==> src/rtl/cic_dec_pkg.sv <==
package cic_dec_pkg;

   localparam int STG_LSB = 0;
   localparam int STG_W   = 4;
   localparam int RAT_LSB = 4;
   localparam int RAT_W   = 5;
   localparam int MUL_LSB = 16;
   localparam int MUL_W   = 8;
   localparam int SHF_LSB = 24;
   localparam int SHF_W   = 6;
   localparam int EN_BIT  = 31;

   typedef struct packed {
      logic             en;
      logic [SHF_W-1:0] shift;
      logic [MUL_W-1:0] mult;
      logic [RAT_W-1:0] ratio;
      logic [STG_W-1:0] stages;
   } cic_cfg_t;

   function automatic cic_cfg_t cfg_unpack(input logic [31:0] w);
      cic_cfg_t c;
      c.en     = w[EN_BIT];
      c.shift  = w[SHF_LSB +: SHF_W];
      c.mult   = w[MUL_LSB +: MUL_W];
      c.ratio  = w[RAT_LSB +: RAT_W];
      c.stages = w[STG_LSB +: STG_W];
      return c;
   endfunction

endpackage

==> src/rtl/cic_integ_chain.sv <==
module cic_integ_chain #(
   parameter int STAGES = 8,
   parameter int ACC_W  = 41
) (
   input  logic                    clk,
   input  logic                    rst_n,
   input  logic                    clr,
   input  logic                    step,
   input  logic                    in_bit,
   input  logic [STAGES-1:0]       active,
   output logic signed [ACC_W-1:0] tap
);

   logic signed [ACC_W-1:0] acc_q [STAGES];
   logic signed [ACC_W-1:0] acc_d [STAGES];

   for (genvar k = 0; k < STAGES; k++) begin : g_int
      logic signed [ACC_W-1:0] src;
      if (k == 0) begin : g_first
         assign src = in_bit ? {{(ACC_W-1){1'b0}}, 1'b1} : {ACC_W{1'b1}};
      end else begin : g_next
         assign src = acc_d[k-1];
      end
      assign acc_d[k] = active[k] ? acc_q[k] + src : acc_q[k];
   end

   always_ff @(posedge clk or negedge rst_n) begin
      if (!rst_n) begin
         for (int k = 0; k < STAGES; k++) acc_q[k] <= '0;
      end else if (clr) begin
         for (int k = 0; k < STAGES; k++) acc_q[k] <= '0;
      end else if (step) begin
         for (int k = 0; k < STAGES; k++) acc_q[k] <= acc_d[k];
      end
   end

   always_comb begin
      tap = acc_q[0];
      for (int k = 1; k < STAGES; k++) begin
         if (active[k]) tap = acc_q[k];
      end
   end

   // a clear leaves every integrator at zero
   assert_integ_clear_R9: assert property (@(posedge clk) disable iff (!rst_n)
      clr |=> (tap == '0));

endmodule

==> src/rtl/cic_comb_chain.sv <==
module cic_comb_chain #(
   parameter int STAGES = 8,
   parameter int ACC_W  = 41
) (
   input  logic                    clk,
   input  logic                    rst_n,
   input  logic                    clr,
   input  logic                    fire,
   input  logic [STAGES-1:0]       active,
   input  logic signed [ACC_W-1:0] din,
   output logic signed [ACC_W-1:0] dout
);

   logic signed [ACC_W-1:0] dly_q [STAGES];
   logic signed [ACC_W-1:0] s_in  [STAGES];
   logic signed [ACC_W-1:0] s_out [STAGES];

   for (genvar k = 0; k < STAGES; k++) begin : g_comb
      if (k == 0) begin : g_first
         assign s_in[k] = din;
      end else begin : g_next
         assign s_in[k] = s_out[k-1];
      end
      assign s_out[k] = active[k] ? s_in[k] - dly_q[k] : s_in[k];
   end

   assign dout = s_out[STAGES-1];

   always_ff @(posedge clk or negedge rst_n) begin
      if (!rst_n) begin
         for (int k = 0; k < STAGES; k++) dly_q[k] <= '0;
      end else if (clr) begin
         for (int k = 0; k < STAGES; k++) dly_q[k] <= '0;
      end else if (fire) begin
         for (int k = 0; k < STAGES; k++) begin
            if (active[k]) dly_q[k] <= s_in[k];
         end
      end
   end

endmodule

==> src/rtl/cic_gain_stage.sv <==
module cic_gain_stage #(
   parameter int ACC_W  = 41,
   parameter int MUL_W  = 8,
   parameter int SHF_W  = 6,
   parameter int OUT_W  = 24
) (
   input  logic signed [ACC_W-1:0] din,
   input  logic [MUL_W-1:0]        mult,
   input  logic [SHF_W-1:0]        shift,
   output logic signed [OUT_W-1:0] dout
);

   localparam int PROD_W = ACC_W + MUL_W + 1;
   localparam logic signed [PROD_W-1:0] HI_LIM =
      {{(PROD_W-OUT_W+1){1'b0}}, {(OUT_W-1){1'b1}}};
   localparam logic signed [PROD_W-1:0] LO_LIM =
      {{(PROD_W-OUT_W+1){1'b1}}, {(OUT_W-1){1'b0}}};

   if (OUT_W > PROD_W) begin : g_bad_width
      $error("cic_gain_stage: OUT_W wider than product");
   end

   logic signed [PROD_W-1:0] prod;
   logic signed [PROD_W-1:0] shifted;

   always_comb begin
      prod    = PROD_W'(din) * PROD_W'($signed({1'b0, mult}));
      shifted = prod >>> shift;
      if (shifted > HI_LIM)      dout = HI_LIM[OUT_W-1:0];
      else if (shifted < LO_LIM) dout = LO_LIM[OUT_W-1:0];
      else                       dout = shifted[OUT_W-1:0];
   end

endmodule

==> src/rtl/cic_decimator_gain.sv <==
module cic_decimator_gain
   import cic_dec_pkg::*;
#(
   parameter int MAX_STAGES = 8,
   parameter int OUT_W      = 24
) (
   input  logic                    clk,
   input  logic                    rst_n,
   input  logic [31:0]             ctl_word,
   input  logic                    in_valid,
   input  logic                    in_bit,
   output logic                    out_valid,
   output logic signed [OUT_W-1:0] out_sample
);

   localparam int ACC_W = MAX_STAGES * RAT_W + 1;

   if (MAX_STAGES < 2 || MAX_STAGES > 15) begin : g_bad_stages
      $error("cic_decimator_gain: MAX_STAGES must be 2..15");
   end
   if (OUT_W < 2) begin : g_bad_out
      $error("cic_decimator_gain: OUT_W too small");
   end

   cic_cfg_t cfg;
   assign cfg = cfg_unpack(ctl_word);

   logic [STG_W-1:0]      n_eff;
   logic [RAT_W-1:0]      ratio_eff;
   logic [MAX_STAGES-1:0] active;

   always_comb begin
      if (cfg.stages == '0)                n_eff = STG_W'(1);
      else if (int'(cfg.stages) > MAX_STAGES) n_eff = STG_W'(MAX_STAGES);
      else                                 n_eff = cfg.stages;
      ratio_eff = (cfg.ratio == '0) ? RAT_W'(1) : cfg.ratio;
   end

   for (genvar k = 0; k < MAX_STAGES; k++) begin : g_mask
      assign active[k] = (int'(n_eff) > k);
   end

   logic [RAT_W-1:0] phase_q;
   logic             dec_q;
   logic             accept;
   logic             at_last;

   assign accept  = cfg.en & in_valid;
   assign at_last = (phase_q == ratio_eff - RAT_W'(1));

   logic signed [ACC_W-1:0] integ_tap;
   logic signed [ACC_W-1:0] comb_out;
   logic signed [OUT_W-1:0] gain_out;

   cic_integ_chain #(.STAGES(MAX_STAGES), .ACC_W(ACC_W)) i_integ (
      .clk    (clk),
      .rst_n  (rst_n),
      .clr    (!cfg.en),
      .step   (accept),
      .in_bit (in_bit),
      .active (active),
      .tap    (integ_tap)
   );

   cic_comb_chain #(.STAGES(MAX_STAGES), .ACC_W(ACC_W)) i_comb (
      .clk    (clk),
      .rst_n  (rst_n),
      .clr    (!cfg.en),
      .fire   (dec_q),
      .active (active),
      .din    (integ_tap),
      .dout   (comb_out)
   );

   cic_gain_stage #(.ACC_W(ACC_W), .MUL_W(MUL_W), .SHF_W(SHF_W), .OUT_W(OUT_W)) i_gain (
      .din   (comb_out),
      .mult  (cfg.mult),
      .shift (cfg.shift),
      .dout  (gain_out)
   );

   always_ff @(posedge clk or negedge rst_n) begin
      if (!rst_n) begin
         phase_q    <= '0;
         dec_q      <= 1'b0;
         out_valid  <= 1'b0;
         out_sample <= '0;
      end else if (!cfg.en) begin
         phase_q    <= '0;
         dec_q      <= 1'b0;
         out_valid  <= 1'b0;
         out_sample <= '0;
      end else begin
         dec_q     <= accept & at_last;
         out_valid <= dec_q;
         if (accept) phase_q <= at_last ? '0 : phase_q + RAT_W'(1);
         if (dec_q)  out_sample <= gain_out;
      end
   end

   // growth bound R^N for the assertion below
   logic [ACC_W-1:0]      bound;
   logic signed [ACC_W:0] comb_ext;
   logic signed [ACC_W:0] comb_mag;

   always_comb begin
      bound = ACC_W'(1);
      for (int k = 0; k < MAX_STAGES; k++) begin
         if (active[k]) bound = bound * ACC_W'(ratio_eff);
      end
      comb_ext = (ACC_W+1)'(comb_out);
      comb_mag = (comb_ext < 0) ? -comb_ext : comb_ext;
   end

   // the decimated result stays within the growth bound
   assert_cic_bound_R5: assert property (@(posedge clk) disable iff (!rst_n)
      dec_q |-> (comb_mag <= $signed({1'b0, bound})));

   // a sample leaves only one edge after a decimation event
   assert_out_follows_dec_R4: assert property (@(posedge clk) disable iff (!rst_n)
      out_valid |-> $past(dec_q));

   // disabled means quiet and cleared
   assert_disabled_quiet_R9: assert property (@(posedge clk) disable iff (!rst_n)
      !cfg.en |=> (!out_valid && !dec_q && phase_q == '0));

   // idle cycles keep the phase
   assert_idle_hold_R10: assert property (@(posedge clk) disable iff (!rst_n)
      (cfg.en && !in_valid) |=> $stable(phase_q));

endmodule

==> config.mk <==
export PLATFORM = sky130hd
export DESIGN_NAME = cic_decimator_gain
export DESIGN_NICKNAME = d
export VERILOG_FILES = /design/src/rtl/cic_dec_pkg.sv /design/src/rtl/cic_integ_chain.sv /design/src/rtl/cic_comb_chain.sv /design/src/rtl/cic_gain_stage.sv /design/src/rtl/cic_decimator_gain.sv
export SDC_FILE = /design/constraint.sdc
export NUM_CORES = 2
export LEC_CHECK = 0
export ABC_AREA = 1
export ABC_CLOCK_PERIOD_IN_PS = 18200
export BUFFER_PORTS_ARGS = -buffer_cell sky130_fd_sc_hd__buf_2
export CAP_MARGIN = 0
export CORE_MARGIN = 1.5
export CORE_UTILIZATION = 60
export DETAILED_ROUTE_END_ITERATION = 12
export PLACE_DENSITY = 0.79
export SETUP_SLACK_MARGIN = 0.3
export SLEW_MARGIN = 25
export SYNTH_ARGS = -nofsm -noshare
export SYNTH_HDL_FRONTEND = slang
export SYNTH_SLANG_ARGS = --single-unit
==> constraint.sdc <==
create_clock -name clk -period 18.2 [get_ports clk]
set_input_delay 1.82 -clock clk [delete_from_list [all_inputs] [get_ports clk]]
set_output_delay 1.82 -clock clk [all_outputs]
set_load 0.02 [all_outputs]
; ---- After elaboration in Yosys (flattened, before gate mapping)
; Cells that the tools add are included.
[totals]
regBits = 687
inputBits = 36
output_inout_bits = 25
elab_cells = 123
[op_classes]
add_sub_neg = 18
multipliers = 1
n_lt_le_gt_ge = 11
eq_ne = 11
n_shift = 1
mux = 48
n_bitwise = 2
reduce_logical = 11
[op_table]
columns = cell, n
row1 = $mux 328, 4
row2 = $mux 41, 32
row3 = $add 41x41->41, 8
row4 = $sub 41x41->41, 8
row5 = $mux 24, 4
row6 = $gt 50x24->1 const B, 1
row7 = $lt 50x24->1 const B, 1
row8 = $mul 41x9->50, 1
row9 = $sshr 50x6->50, 1
row10 = $mux 5, 4
row11 = $ne 2x1->1 const B, 10
row12 = $reduce_and 2->1, 9
row13 = $gt 4x3->1 const B, 4
row14 = $gt 4x1->1 const B, 2
row15 = $gt 4x2->1 const B, 2
row16 = $mux 4, 2
row17 = $add 5x1->5 const B, 1
row18 = $eq 5x5->1, 1
row19 = $logic_not 5->1, 1
row20 = $sub 5x1->5 const B, 1
row21 = $gt 4x4->1 const B, 1
row22 = $logic_not 4->1, 1
row23 = $and 1x1->1, 2
row24 = $mux 1, 2

; ---- Logic depth before layout (Yosys ltp)
[depth]
word_depth = 34
ltp_mapped = 146
depth_no_buf = 139

; ---- By module
; Synthesis repeated with hierarchy kept, for this count alone.
[hier_totals]
hier_cells = 13625
hier_area_um2 = 88108.3
[by_module_without_submodules]
columns = module, instances, cells_each, area_each_um2, seq_area_each_um2
row1 = cic_comb_chain, 1, 5898, 37299.5, 8207.9
row2 = cic_integ_chain, 1, 4713, 32588.8, 8207.9
row3 = cic_gain_stage, 1, 2818, 16714.8, 0.0
row4 = cic_decimator_gain, 1, 196, 1505.2, 775.7

; ---- Worst setup path after synthesis
; No wires, ideal clock.
[synth_path]
path_kind = input to register
start = input ctl_word[3]
end = register out_sample[10]
t_arrival_ns = 20.739
path_slack_ns = -2.656
stages = 136
path_cell_list = buf_2 nor2_1 inv_1 nor2_2 buf_2 buf_2 buf_2 clkbuf_1 clkbuf_1 o211ai_1 a221oi_1 o21ai_0 a21oi_1 o22ai_1 fa_1 nand3_1 nand2_2 a21oi_1 [... 100 more ...] nand2_1 nand2_1 nand3_1 nand3_1 nand2_1 nand2_1 nand2_1 nor2_1 nand2_1 a21oi_1 nand2_1 nor2_1 nand2_1 nand2_2 buf_6 nand2_1 nand2_1 nand2_1
[synth_via]
elab_chain_cells = 34
[synth_lines]
columns = item, line_no
row1 = start: declaration, cic_decimator_gain.sv:9  ; input logic [31:0] ctl_word,
row2 = $gt 4x4->1, cic_decimator_gain.sv:34  ; else if (int'(cfg.stages) > MAX_STAGES) n_eff = STG_W'(MAX_STAGES);
row3 = $mux 4, cic_decimator_gain.sv:34
row4 = $mux 4 (*), cic_decimator_gain.sv:33  ; if (cfg.stages == '0) n_eff = STG_W'(1);
row5 = $gt 4x1->1, cic_decimator_gain.sv:40  ; assign active[k] = (int'(n_eff) > k);
row6 = $mux 41 (7 in a row), cic_integ_chain.sv:40  ; if (active[k]) tap = acc_q[k];
row7 = $sub 41x41->41, cic_comb_chain.sv:24  ; assign s_out[k] = active[k] ? s_in[k] - dly_q[k] : s_in[k];
row8 = $mux 41, cic_comb_chain.sv:24
row9 = $sub 41x41->41, cic_comb_chain.sv:24
row10 = [... 12 more ...], n/a
row11 = $mux 41 (*), cic_comb_chain.sv:24
row12 = $mul 41x9->50 (*), cic_gain_stage.sv:27  ; prod = PROD_W'(din) * PROD_W'($signed({1'b0, mult}));
row13 = $sshr 50x6->50 (*), cic_gain_stage.sv:28  ; shifted = prod >>> shift;
row14 = $lt 50x24->1, cic_gain_stage.sv:30  ; else if (shifted < LO_LIM) dout = LO_LIM[OUT_W-1:0];
row15 = $mux 24, cic_gain_stage.sv:30
row16 = $mux 24 (*), cic_gain_stage.sv:29  ; if (shifted > HI_LIM) dout = HI_LIM[OUT_W-1:0];
row17 = $mux 24 (*), cic_decimator_gain.sv:97  ; if (dec_q) out_sample <= gain_out;
row18 = $mux 24 (*), cic_decimator_gain.sv:88  ; end else if (!cfg.en) begin
row19 = end signal: assignment, cic_decimator_gain.sv:97
row20 = end: declaration, cic_decimator_gain.sv:13  ; output logic signed [OUT_W-1:0] out_sample
; Every way passes the cells marked *; elsewhere a longest branch is shown, timed or not. The select of a mux whose other input is x is not followed.
; A chain may end at the register's enable or synchronous reset.

; ---- Worst setup path after layout
[layout_path]
start = input ctl_word[2]
end = register out_sample[18]
; Same word-level chain as after synthesis.

==> results.yml <==
worst_hold_path:
  holdPathStages: 2
  hp-class: "reg -> reg"
cts:
  path_clk_slew_ns: 0.06
  h-tree-depth: 3
  root_buffer: "clkbuf_16"
  clk_latency_ns: 0.74
  cts_made_buffers: 90
  cts.sinks: 687
  cts_tree: "done"
  cts_hold_buffers: 0
  cts_buffer_depth: 3
critical_path:
  ff2ff_setup_slack_ns: -1.08
  cpMostUsedCell: "nand2_1"
  ff2ff_path_depth: 115
  critical-path-max-stage-delay_ns: 0.75
  cp_max_fo: 7
  cp-start-kind: "input pin"
  critPathArrivalTime_ns: 21.32
  critPathRequiredTime_ns: 18.86
  cp-end-kind: "register"
  critPathSlowestCell: "fa_1"
  path_class: "in -> reg"
logic_synthesis:
  ys_warn_count: 0
  dominantRegCellSynth: "dfrtp_1"
  syn_area_mm2: 0.0803
  synth_edf_count: 0
  async_flop_share: 1.00
  ys_ff_latch: 687
  syn_nets: 12928
  syn_inst: 11883
  ys_types: 80
  syn_avg_cell_area_um2: 6.76
  ys_seq_area_frac: 0.214
floorplan:
  dieArea_mm2: 0.136
  core-area_mm2: 0.133
  row_count: 134
  die_w_um: 369
  die_h_um: 369
  start_util: 0.603
  io_pins: 61
sta:
  fin_worst_skew_ns: 0.0294
  setup_viol: 24
  tightest_slew_ns: 1.10
  final.setup.tns_ns: -56.89
  finalHoldViolCount: 0
  setup_ws_ns: -2.46
  grt_setup_unrepaired: "yes"
  max-slew-margin-rel: 0.268
  drv_slew: 0
  period_share: 1.14
  min_period_ns: 20.66
  fmax_mhz: 48.4
flow_run:
  cap_violations: 0
layout:
  area.growth.synth_to_final_pct: 32.3
  final_nets: 14743
  drive_gt1_frac: 0.261
  final_common_cell: "nand2_1"
  multi_input_area_mm2: 0.0600
  regArea_mm2: 0.0172
  fillerInstances: 9231
  mostFrequentLayoutCells: "nand2_1, buf_4, inv_1, o21ai_0, a21oi_1"
detailed_routing:
  drt_pre_antenna_iters: 9
  drt-total-wl_mm: 300
  viasPerCell: 5.95
  wire_per_inst_um: 19.3
  post-route-drc-count: 0
  num_vias: 92470
  first_iter_violations: 9796
  final_antenna_net_count: 0
global_routing:
  grt_antenna_before_repair: 2
  grt_pass1_vias: 88145
  grt_usage: 0.413
  gr-total-overflow: 0
  grt_pass1_wl_mm: 457
  grt_max_degree: 92
run_status:
  violations: "negative setup slack"
  outcome: "complete, but fails checks"
placement:
  gp_congestion: 1.05
  placement.io_buffers: 52
  dpl.hpwl_mm: 220
==> worst max-delay path: cells and delay by family <==
family,cells,cell delay (ns)
and+or+nand+nor,45,5.24
adders and majority gates,13,4.81
xor gates and xnor gates,4,0.66
buffers and inverters,23,2.71
AOI/OAI and AO/OA,36,6.04
==> flip-flops by register name, summed over array words and instances (netlist names) <==
register	flops
out_valid	1
phase_q	5
dec_q	1
i_integ.acc_q	328
i_comb.dly_q	328
out_sample	24
==> cells in the mapped netlist (24+ instances only) <==
cell type  instances  area share
nand2_1         2632        0.12
nor2_1           736       0.034
a21o_1            40      0.0037
fa_1             261       0.065
a221oi_1          48      0.0052
o21ai_2           47      0.0051
buf_2             45      0.0028
xnor2_1          141       0.015
inv_2             37      0.0017
o22ai_1          322       0.025
o21ai_0         1062       0.066
inv_1           1839       0.086
xor2_1           233       0.025
a21oi_1         1045       0.065
ha_1             748        0.12
o21a_1            54      0.0051
nand2_2           48      0.0037
buf_1             60      0.0028
a22o_1            86      0.0094
nand4_1           46      0.0036
and2_1            29      0.0023
dfrtp_1          687        0.21
a31oi_1           80      0.0062
o21bai_1          42      0.0039
or2_2            142       0.011
nor3_1            48      0.0030
or2_1             24      0.0019
o21ai_1          139      0.0087
nand3_1          535       0.033
o211ai_1          70      0.0065
clkbuf_1         294       0.014
==> through the flow <==
stage	hold slack, ns	cell area [um2]	instances	worst slack (ns)	util
floorplan	0.459	80900	11883	-1.01	-
global placement	0.459	96800	15248	-3.70	0.727
detailed placement	0.461	96800	15248	-3.79	0.727
CTS	0.477	101000	15440	-2.03	0.759
global route	0.489	106000	15542	-3.14	0.798
finish	0.465	106000	15543	-2.46	0.798
==> cells by family after synthesis <==
family                   Yosys count  synth area share
AND/OR/NAND/NOR                 4300             0.223
AO/OA/AOI/OAI                   3206             0.230
buffers and inverters           2295             0.108
adder cells (fa/ha/maj)         1009             0.182
flip-flops                       687             0.214
XOR/XNOR                         377            0.0414
multiplexers                       9           0.00143
==> final cells by class <==
cell class	instances	share of cell area
Sequential cell	687	0.162
Inverter	1888	0.0670
Timing Repair Buffer	2130	0.156
Tap cell	1768	0.0208
Multi-Input combinational cell	8901	0.564
Clock inverter	36	0.00461
Clock buffer	132	0.0252
Antenna cell	1	0.0000236
==> path summary, 6_finish.rpt <==
check                              startpoint                  to
max                               ctl_word[2]      out_sample[18]
min                             out_sample[1]       out_sample[1]
max reg2reg                i_integ.acc_q[248]      out_sample[18]
min reg2reg                     out_sample[1]       out_sample[1]
max in group asynchronous               rst_n      out_sample[21]
min in group asynchronous               rst_n  i_integ.acc_q[281]
==> repair_timing <==
action	CTS	global route
pin swaps	59	339
buffers inserted	24	95
gates cloned	0	6
setup endpoints to repair	24	25
resized for setup	205	918
endpoints found under the hold margin	0	0
==> per-layer routing <==
metal | global-route usage | part of all wire | vias up
met3 | 0.0832 | 0.10 | 970
met5 | 0 | 0.000050 | -
met2 | 0.645 | 0.44 | 4853
met1 | 0.561 | 0.41 | 43639
li1 | - | - | 43006
met4 | 0.158 | 0.047 | 2
Power is not shown: default switching activity piles up to over one toggle a cycle in this logic, so the estimate is an artifact.
